File: config.mk
export PLATFORM = sky130hd
export DESIGN_NAME = kbd_scan_top
export DESIGN_NICKNAME = d
export VERILOG_FILES = /design/src/rtl/kbd_scan_pkg.sv /design/src/rtl/kbd_col_seq.sv /design/src/rtl/kbd_key_cell.sv /design/src/rtl/kbd_low_pick.sv /design/src/rtl/kbd_scan_top.sv
export SDC_FILE = /design/constraint.sdc
export NUM_CORES = 2
export LEC_CHECK = 0
export BUFFER_PORTS_ARGS = -buffer_cell sky130_fd_sc_hd__buf_2
export CAP_MARGIN = 10
export CELL_PAD_IN_SITES_DETAIL_PLACEMENT = 0
export CELL_PAD_IN_SITES_GLOBAL_PLACEMENT = 1
export CORE_ASPECT_RATIO = 1.25
export CORE_MARGIN = 2
export CORE_UTILIZATION = 51
export DETAILED_ROUTE_END_ITERATION = 7
export GPL_ROUTABILITY_DRIVEN = 0
export PLACE_DENSITY = 0.81
export SLEW_MARGIN = 5
export SYNTH_ARGS = -nofsm -noshare
export SYNTH_HDL_FRONTEND = slang
export SYNTH_SLANG_ARGS = --single-unit
File: constraint.sdc
create_clock -name clk -period 7.3 [get_ports clk]
set_input_delay 1.46 -clock clk [delete_from_list [all_inputs] [get_ports clk]]
set_output_delay 1.46 -clock clk [all_outputs]
set_load 0.005 [all_outputs]
File: src/rtl/kbd_scan_pkg.sv
// Shared types and helpers for the switch matrix scanner.
// Assumes nothing beyond the standard language; no state.
package kbd_scan_pkg;

    // Phase of the per-column scan step.
    typedef enum logic [1:0] {
        PH_SETTLE  = 2'd0,
        PH_CAPTURE = 2'd1,
        PH_EMIT    = 2'd2
    } scan_phase_e;

    // Number of whole scan passes that cover a lockout of lock_us microseconds.
    // The pass length uses the shortest pass (settle + capture + one emit
    // cycle per column), so the real lockout is never shorter than asked.
    function automatic int unsigned lockout_passes(
        input int unsigned clk_khz,
        input int unsigned lock_us,
        input int unsigned cols,
        input int unsigned settle
    );
        longint unsigned total_cyc;
        longint unsigned pass_cyc;
        longint unsigned passes;
        total_cyc = 64'(clk_khz) * 64'(lock_us) / 64'd1000;
        pass_cyc  = 64'(cols) * (64'(settle) + 64'd2);
        passes    = (total_cyc + pass_cyc - 64'd1) / pass_cyc;
        return 32'(passes);
    endfunction

endpackage

File: src/rtl/kbd_col_seq.sv
// Column sequencer: drives one column at a time, waits SETTLE cycles, then
// gives one capture cycle and an emit phase that lasts until the emitter
// reports the column done. Wraps after the last column and pulses pass_end.
// Assumes adv_en low freezes the whole sequence (stall from the event port).
import kbd_scan_pkg::*;

module kbd_col_seq #(
    parameter int COLS   = 8,
    parameter int SETTLE = 4,
    localparam int CW    = (COLS > 1) ? $clog2(COLS) : 1
) (
    input  logic           clk,
    input  logic           rst_n,
    input  logic           adv_en,
    input  logic           col_done,
    output logic [CW-1:0]  col_idx,
    output logic [COLS-1:0] col_drive,
    output scan_phase_e    phase,
    output logic           pass_end
);
    localparam int SETTLE_EFF = (SETTLE < 1) ? 1 : SETTLE;
    localparam int SW         = $clog2(SETTLE_EFF + 1);
    localparam logic [SW-1:0] SETTLE_LAST = SW'(SETTLE_EFF - 1);
    localparam logic [CW-1:0] COL_LAST    = CW'(COLS - 1);

    logic [SW-1:0] settle_cnt;
    logic          leave_col;

    assign leave_col = adv_en && (phase == PH_EMIT) && col_done;
    assign pass_end  = leave_col && (col_idx == COL_LAST);

    // Phase stepping, settle counting and column advance.
    always_ff @(posedge clk) begin
        if (!rst_n) begin
            phase      <= PH_SETTLE;
            settle_cnt <= '0;
            col_idx    <= '0;
        end else if (adv_en) begin
            unique case (phase)
                PH_SETTLE: begin
                    if (settle_cnt == SETTLE_LAST) begin
                        settle_cnt <= '0;
                        phase      <= PH_CAPTURE;
                    end else begin
                        settle_cnt <= settle_cnt + 1'b1;
                    end
                end
                PH_CAPTURE: phase <= PH_EMIT;
                PH_EMIT: begin
                    if (col_done) begin
                        phase   <= PH_SETTLE;
                        col_idx <= (col_idx == COL_LAST) ? '0 : col_idx + 1'b1;
                    end
                end
                default: phase <= PH_SETTLE;
            endcase
        end
    end

    // One-hot column decode from the registered index.
    for (genvar c = 0; c < COLS; c++) begin : g_drive
        assign col_drive[c] = (col_idx == CW'(c));
    end

    assert_one_column_R1: assert property (@(posedge clk) disable iff (!rst_n)
        $countones(col_drive) == 1);

    if (COLS > 1) begin : g_rot_chk
        assert_column_order_R1: assert property (@(posedge clk) disable iff (!rst_n)
            (col_drive != $past(col_drive)) |->
            (col_drive == {$past(col_drive[COLS-2:0]), $past(col_drive[COLS-1])}));
    end

endmodule

File: src/rtl/kbd_key_cell.sv
// One key: debounced level plus lockout counter. A take flips the level and
// loads the counter; each pass tick counts it down until zero.
// Assumes take is only raised for an unlocked key and never with tick.
module kbd_key_cell #(
    parameter int LOCK_LOAD = 11,
    localparam int LW       = $clog2(LOCK_LOAD + 1)
) (
    input  logic clk,
    input  logic rst_n,
    input  logic take,
    input  logic tick,
    output logic key_state,
    output logic key_locked
);
    logic [LW-1:0] lock_cnt;

    // Level toggle on report, lockout load and per-pass countdown.
    always_ff @(posedge clk) begin
        if (!rst_n) begin
            key_state <= 1'b0;
            lock_cnt  <= '0;
        end else if (take) begin
            key_state <= ~key_state;
            lock_cnt  <= LW'(LOCK_LOAD);
        end else if (tick && (lock_cnt != '0)) begin
            lock_cnt <= lock_cnt - 1'b1;
        end
    end

    assign key_locked = (lock_cnt != '0);

    assert_take_unlocked_R4: assert property (@(posedge clk) disable iff (!rst_n)
        take |-> !key_locked);

endmodule

File: src/rtl/kbd_low_pick.sv
// Lowest-index request picker: reports whether any request is set, the
// index of the lowest one and a one-hot grant. Purely combinational.
module kbd_low_pick #(
    parameter int N   = 8,
    localparam int IW = (N > 1) ? $clog2(N) : 1
) (
    input  logic [N-1:0]  req,
    output logic          found,
    output logic [IW-1:0] sel,
    output logic [N-1:0]  grant
);
    // Scan from the top so the lowest set request wins.
    always_comb begin
        sel = '0;
        for (int i = N - 1; i >= 0; i--) begin
            if (req[i]) sel = IW'(i);
        end
    end

    assign found = |req;
    assign grant = req & (~req + 1'b1);

endmodule

File: src/rtl/kbd_scan_top.sv
// Switch matrix scanner with leading-edge debounce and per-key lockout.
// Each column is sampled after settling; changed, unlocked keys are queued
// for that column and sent one per cycle, lowest row first, then locked for
// LOCK_PASSES further passes. The scan stalls while an event waits on ready.
// Assumes row_sense is already clean and synchronous to clk.
import kbd_scan_pkg::*;

module kbd_scan_top #(
    parameter int ROWS        = 8,
    parameter int COLS        = 8,
    parameter int SETTLE      = 4,
    parameter int CLK_KHZ     = 200000,
    parameter int LOCK_US     = 8000,
    parameter int LOCK_PASSES = int'(kbd_scan_pkg::lockout_passes(CLK_KHZ, LOCK_US, COLS, SETTLE)),
    localparam int KEYS       = ROWS * COLS,
    localparam int KW         = (KEYS > 1) ? $clog2(KEYS) : 1
) (
    input  logic            clk,
    input  logic            rst_n,
    output logic [COLS-1:0] col_drive,
    input  logic [ROWS-1:0] row_sense,
    output logic            evt_valid,
    input  logic            evt_ready,
    output logic [KW-1:0]   evt_key,
    output logic            evt_pressed
);
    localparam int CW = (COLS > 1) ? $clog2(COLS) : 1;
    localparam int RW = (ROWS > 1) ? $clog2(ROWS) : 1;

    logic [CW-1:0]   col_idx;
    scan_phase_e     phase;
    logic            pass_end;
    logic            adv_en;
    logic            col_done;
    logic            emit_fire;

    logic [KEYS-1:0] key_state;
    logic [KEYS-1:0] key_locked;
    logic [COLS-1:0] row_state  [ROWS];
    logic [COLS-1:0] row_locked [ROWS];
    logic [ROWS-1:0] col_state;
    logic [ROWS-1:0] col_locked;

    logic [ROWS-1:0] pend;
    logic            pick_found;
    logic [RW-1:0]   pick_sel;
    logic [ROWS-1:0] grant;

    assign adv_en    = !(evt_valid && !evt_ready);
    assign emit_fire = adv_en && (phase == PH_EMIT) && pick_found;
    assign col_done  = !pick_found;

    kbd_col_seq #(.COLS(COLS), .SETTLE(SETTLE)) u_seq (
        .clk       (clk),
        .rst_n     (rst_n),
        .adv_en    (adv_en),
        .col_done  (col_done),
        .col_idx   (col_idx),
        .col_drive (col_drive),
        .phase     (phase),
        .pass_end  (pass_end)
    );

    // Key array, one cell per intersection, plus the view of the active column.
    for (genvar r = 0; r < ROWS; r++) begin : g_row
        assign row_state[r]  = key_state[r*COLS +: COLS];
        assign row_locked[r] = key_locked[r*COLS +: COLS];
        assign col_state[r]  = row_state[r][col_idx];
        assign col_locked[r] = row_locked[r][col_idx];
        for (genvar c = 0; c < COLS; c++) begin : g_col
            logic take_k;
            assign take_k = emit_fire && grant[r] && (col_idx == CW'(c));
            kbd_key_cell #(.LOCK_LOAD(LOCK_PASSES + 1)) u_key (
                .clk        (clk),
                .rst_n      (rst_n),
                .take       (take_k),
                .tick       (pass_end),
                .key_state  (key_state[r*COLS + c]),
                .key_locked (key_locked[r*COLS + c])
            );
        end
    end

    kbd_low_pick #(.N(ROWS)) u_pick (
        .req   (pend),
        .found (pick_found),
        .sel   (pick_sel),
        .grant (grant)
    );

    // Column capture into the pending set and event register handshake.
    always_ff @(posedge clk) begin
        if (!rst_n) begin
            pend        <= '0;
            evt_valid   <= 1'b0;
            evt_key     <= '0;
            evt_pressed <= 1'b0;
        end else begin
            if (adv_en && (phase == PH_CAPTURE)) begin
                pend <= (row_sense ^ col_state) & ~col_locked;
            end else if (emit_fire) begin
                pend <= pend & ~grant;
            end
            if (emit_fire) begin
                evt_valid   <= 1'b1;
                evt_key     <= KW'(32'(pick_sel) * 32'(COLS) + 32'(col_idx));
                evt_pressed <= ~col_state[pick_sel];
            end else if (evt_ready) begin
                evt_valid <= 1'b0;
            end
        end
    end

    assert_stall_hold_R8: assert property (@(posedge clk) disable iff (!rst_n)
        (evt_valid && !evt_ready) |=>
        (evt_valid && $stable(evt_key) && $stable(evt_pressed) && $stable(col_drive)));

    assert_pend_shrinks_R7: assert property (@(posedge clk) disable iff (!rst_n)
        ((phase == PH_EMIT) && ($past(phase) == PH_EMIT)) |->
        ((pend & ~$past(pend)) == '0));

endmodule

==> impl_metrics.tcl <==
set metrics [dict create \
    root_buffer "clkbuf_16" \
    synth_fp_nets 6145 \
    ioPinCount 27 \
    gr-total-overflow 0 \
    die_x_microns 293 \
    cts_sinks 1112 \
    peakVddDrop_mv 0.234 \
    start_util 0.514 \
    critPathLaunchType "flop" \
    finalMaxSlewViolations 0 \
    die_h_microns 365 \
    numCtsBuffers 115 \
    antenna_left 0 \
    drt_wl_total_microns 126000 \
    p_seq_frac 0.485 \
    path_clk_slew_ps 70 \
    powerDensity_nw_per_um2 214 \
    synth_edf_count 0 \
    grt_pass1_wl_microns 208000 \
    drive_gt1_frac 0.0834 \
    cap_violations 0 \
    layout.cells.most_common_list "dfxtp_1, nor2_1, xnor2_1" \
    p_leak_nw 22.6 \
    topRoutingLayerUsed "met4" \
    ys.warnings.count 0 \
    netlist_area_sq_um 53100 \
    period_share 0.654 \
    grt_pass1_vias 40200 \
    nNetsFinal 6122 \
    worst-path-max-fanout 23 \
    fillers 9491 \
    required_ps 5840 \
    cts-resized-gates 0 \
    grtUsageTotal 0.234 \
    hold_viol 0 \
    dr.pass1.iters 7 \
    synthArstFlopShare 0 \
    cts_tree "yes" \
    path_class "flop to output port" \
    synth-seq-cells 1112 \
    row_count 132 \
    syn_inst 6004 \
    final.setup.tns_ps 0 \
    vias 42100 \
    worst_pin_slew_ps 1090 \
    post_cts_buffers 0 \
    hold_buffers 0 \
    synth_cell_type_count 92 \
    final_common_cell "dfxtp_1" \
    crit_arrival_ps 3310 \
    switching_share 0.218 \
    core_region_area_sq_um 103000 \
    syn_avg_cell_area_sq_um 8.85 \
    clock_latency_ps 720 \
    run_status "finished, final reports clean" \
    cts.htree.levels 3 \
    synth-main-ff-cell "dfxtp_1" \
    drtIter0Drc 2363 \
    dp_slack_ps 2820 \
    port_buffers 26 \
    setup_viol 0 \
    route.met3.wl_microns 5070 \
    wl_met1_microns 58300 \
    pwr-share-clk 0.498 \
    power.switching_mw 2.73 \
    cts_max_path_buffers 3 \
    viasPerCell 5.67 \
    finalClockSkew_ps 27.1 \
    endpoint_kind "output port" \
    wl_met2_microns 60000 \
    clock.fmax_mhz 210 \
    wl_per_cell_microns 17.0 \
    hold_path.class "flop to flop" \
    p_comb_frac 0.017 \
    grt_max_degree 175 \
    relSlewSlack 0.275 \
    worst_slack_ps 2530 \
    p_int_mw 9.81 \
    dpl.hpwl_microns 83100 \
    antenna_found_initial 2 \
    synth_seq_area_share 0.419 \
    drc 0 \
    area_growth_pct 10.1 \
    dieArea_sq_um 107000 \
    post-route-min-period_ps 4770 \
    rsz0062_at_grt "no" \
]
[through the flow]
step	power, mW	hold WS, ps	cells	util	instance area [sq um]
3_3_place_gp	6.43	419	7204	0.526	54400
4_1_cts	12.7	434	7422	0.565	58500
5_1_grt	12.9	446	7422	0.565	58500
2_1_floorplan	6.35	412	6004	-	53100
3_5_place_dp	6.43	425	7204	0.526	54400
6_report	12.5	434	7424	0.566	58500
[synth_stat cells, types with 18 or more instances]
master | n | area (sq um)
mux2i_1 | 32 | 320
o31ai_1 | 19 | 143
nand4b_1 | 24 | 210
nor3b_1 | 18 | 135
nor4_2 | 53 | 663
or3_1 | 162 | 1010
buf_2 | 19 | 95.1
nand4_2 | 23 | 288
clkbuf_1 | 141 | 529
nand4_1 | 86 | 538
nor4_1 | 263 | 1650
a21oi_1 | 479 | 2400
or2_2 | 57 | 357
mux2_2 | 26 | 293
nor4b_1 | 19 | 166
inv_1 | 166 | 623
a211oi_1 | 38 | 285
and3_1 | 22 | 138
xnor2_1 | 677 | 5930
nor2_1 | 904 | 3390
buf_1 | 22 | 82.6
nand2b_1 | 44 | 275
dfxtp_1 | 1112 | 22300
nand3_1 | 93 | 465
ha_1 | 130 | 1630
or4_1 | 135 | 1010
nor3_1 | 378 | 1890
xor2_1 | 234 | 2050
o21ai_0 | 80 | 400
nand2_1 | 254 | 953
o2111ai_2 | 24 | 360
[critical path, stage by stage, from the launching register on]
cell and delay, ps:
dfxtp_2 870, clkinv_1 510, ha_1 350, nand2_1 100, inv_1 440, buf_2 310
[per-layer routing]
layer / vias up / global-route usage
met3: 191 / 0.0280
met1: 20100 / 0.306
met4: 0 / 0.0693
met5: - / 0
li1: 21200 / -
met2: 581 / 0.407
[flip-flops by register name, indices dropped and copies added, names as in the netlist]
name / count
g_row.g_col.u_key.lock_cnt: 1024
pend: 8
evt_pressed: 1
evt_key: 6
u_seq.settle_cnt: 3
u_seq.col_idx: 3
g_row.g_col.u_key.key_state: 64
evt_valid: 1
u_seq.phase: 2
[path summary, 6_finish.rpt]
path	slack [ps]	start	to	cells past startpoint
setup / recovery	2530	u_seq.col_idx[0]	col_drive[2]	5
hold / removal	430	u_seq.settle_cnt[2]	u_seq.settle_cnt[2]	2
setup reg to reg	3200	u_seq.col_idx[0]	g_row[6].g_col[7].u_key.lock_cnt[6]	7
hold reg to reg	430	u_seq.settle_cnt[2]	u_seq.settle_cnt[2]	2
[final cells by class]
type	instances	area, sq um	area share
multi-input cells	4526	29400	0.503
diodes	2	5.00	0.0000856
clock buffers	156	3290	0.0563
inverters	170	646	0.0110
repair buffers	56	412	0.00704
flip-flops and latches	1112	22300	0.381
clock inverters	62	747	0.0128
well taps	1340	1680	0.0287
[kinds of logic after synthesis]
| family | share of synthesized area |
|---|---|
| xor gates and xnor gates | 0.150 |
| DFF | 0.419 |
| AOI/OAI and AO/OA | 0.0928 |
| adders and majority gates | 0.0306 |
| muxes | 0.0156 |
| buffers and inverters | 0.0278 |
| and+or+nand+nor | 0.264 |
[power groups by stage]
stage / Sequential (mW) / Clock (mW) / Combinational [mW]
2_1_floorplan: 6.21 / 0 / 0.140
3_3_place_gp: 6.22 / 0 / 0.215
3_5_place_dp: 6.22 / 0 / 0.214
4_1_cts: 6.08 / 6.38 / 0.215
5_1_grt: 6.08 / 6.64 / 0.231
6_report: 6.08 / 6.24 / 0.214
Note: power is estimated with default switching activity, not from simulation.
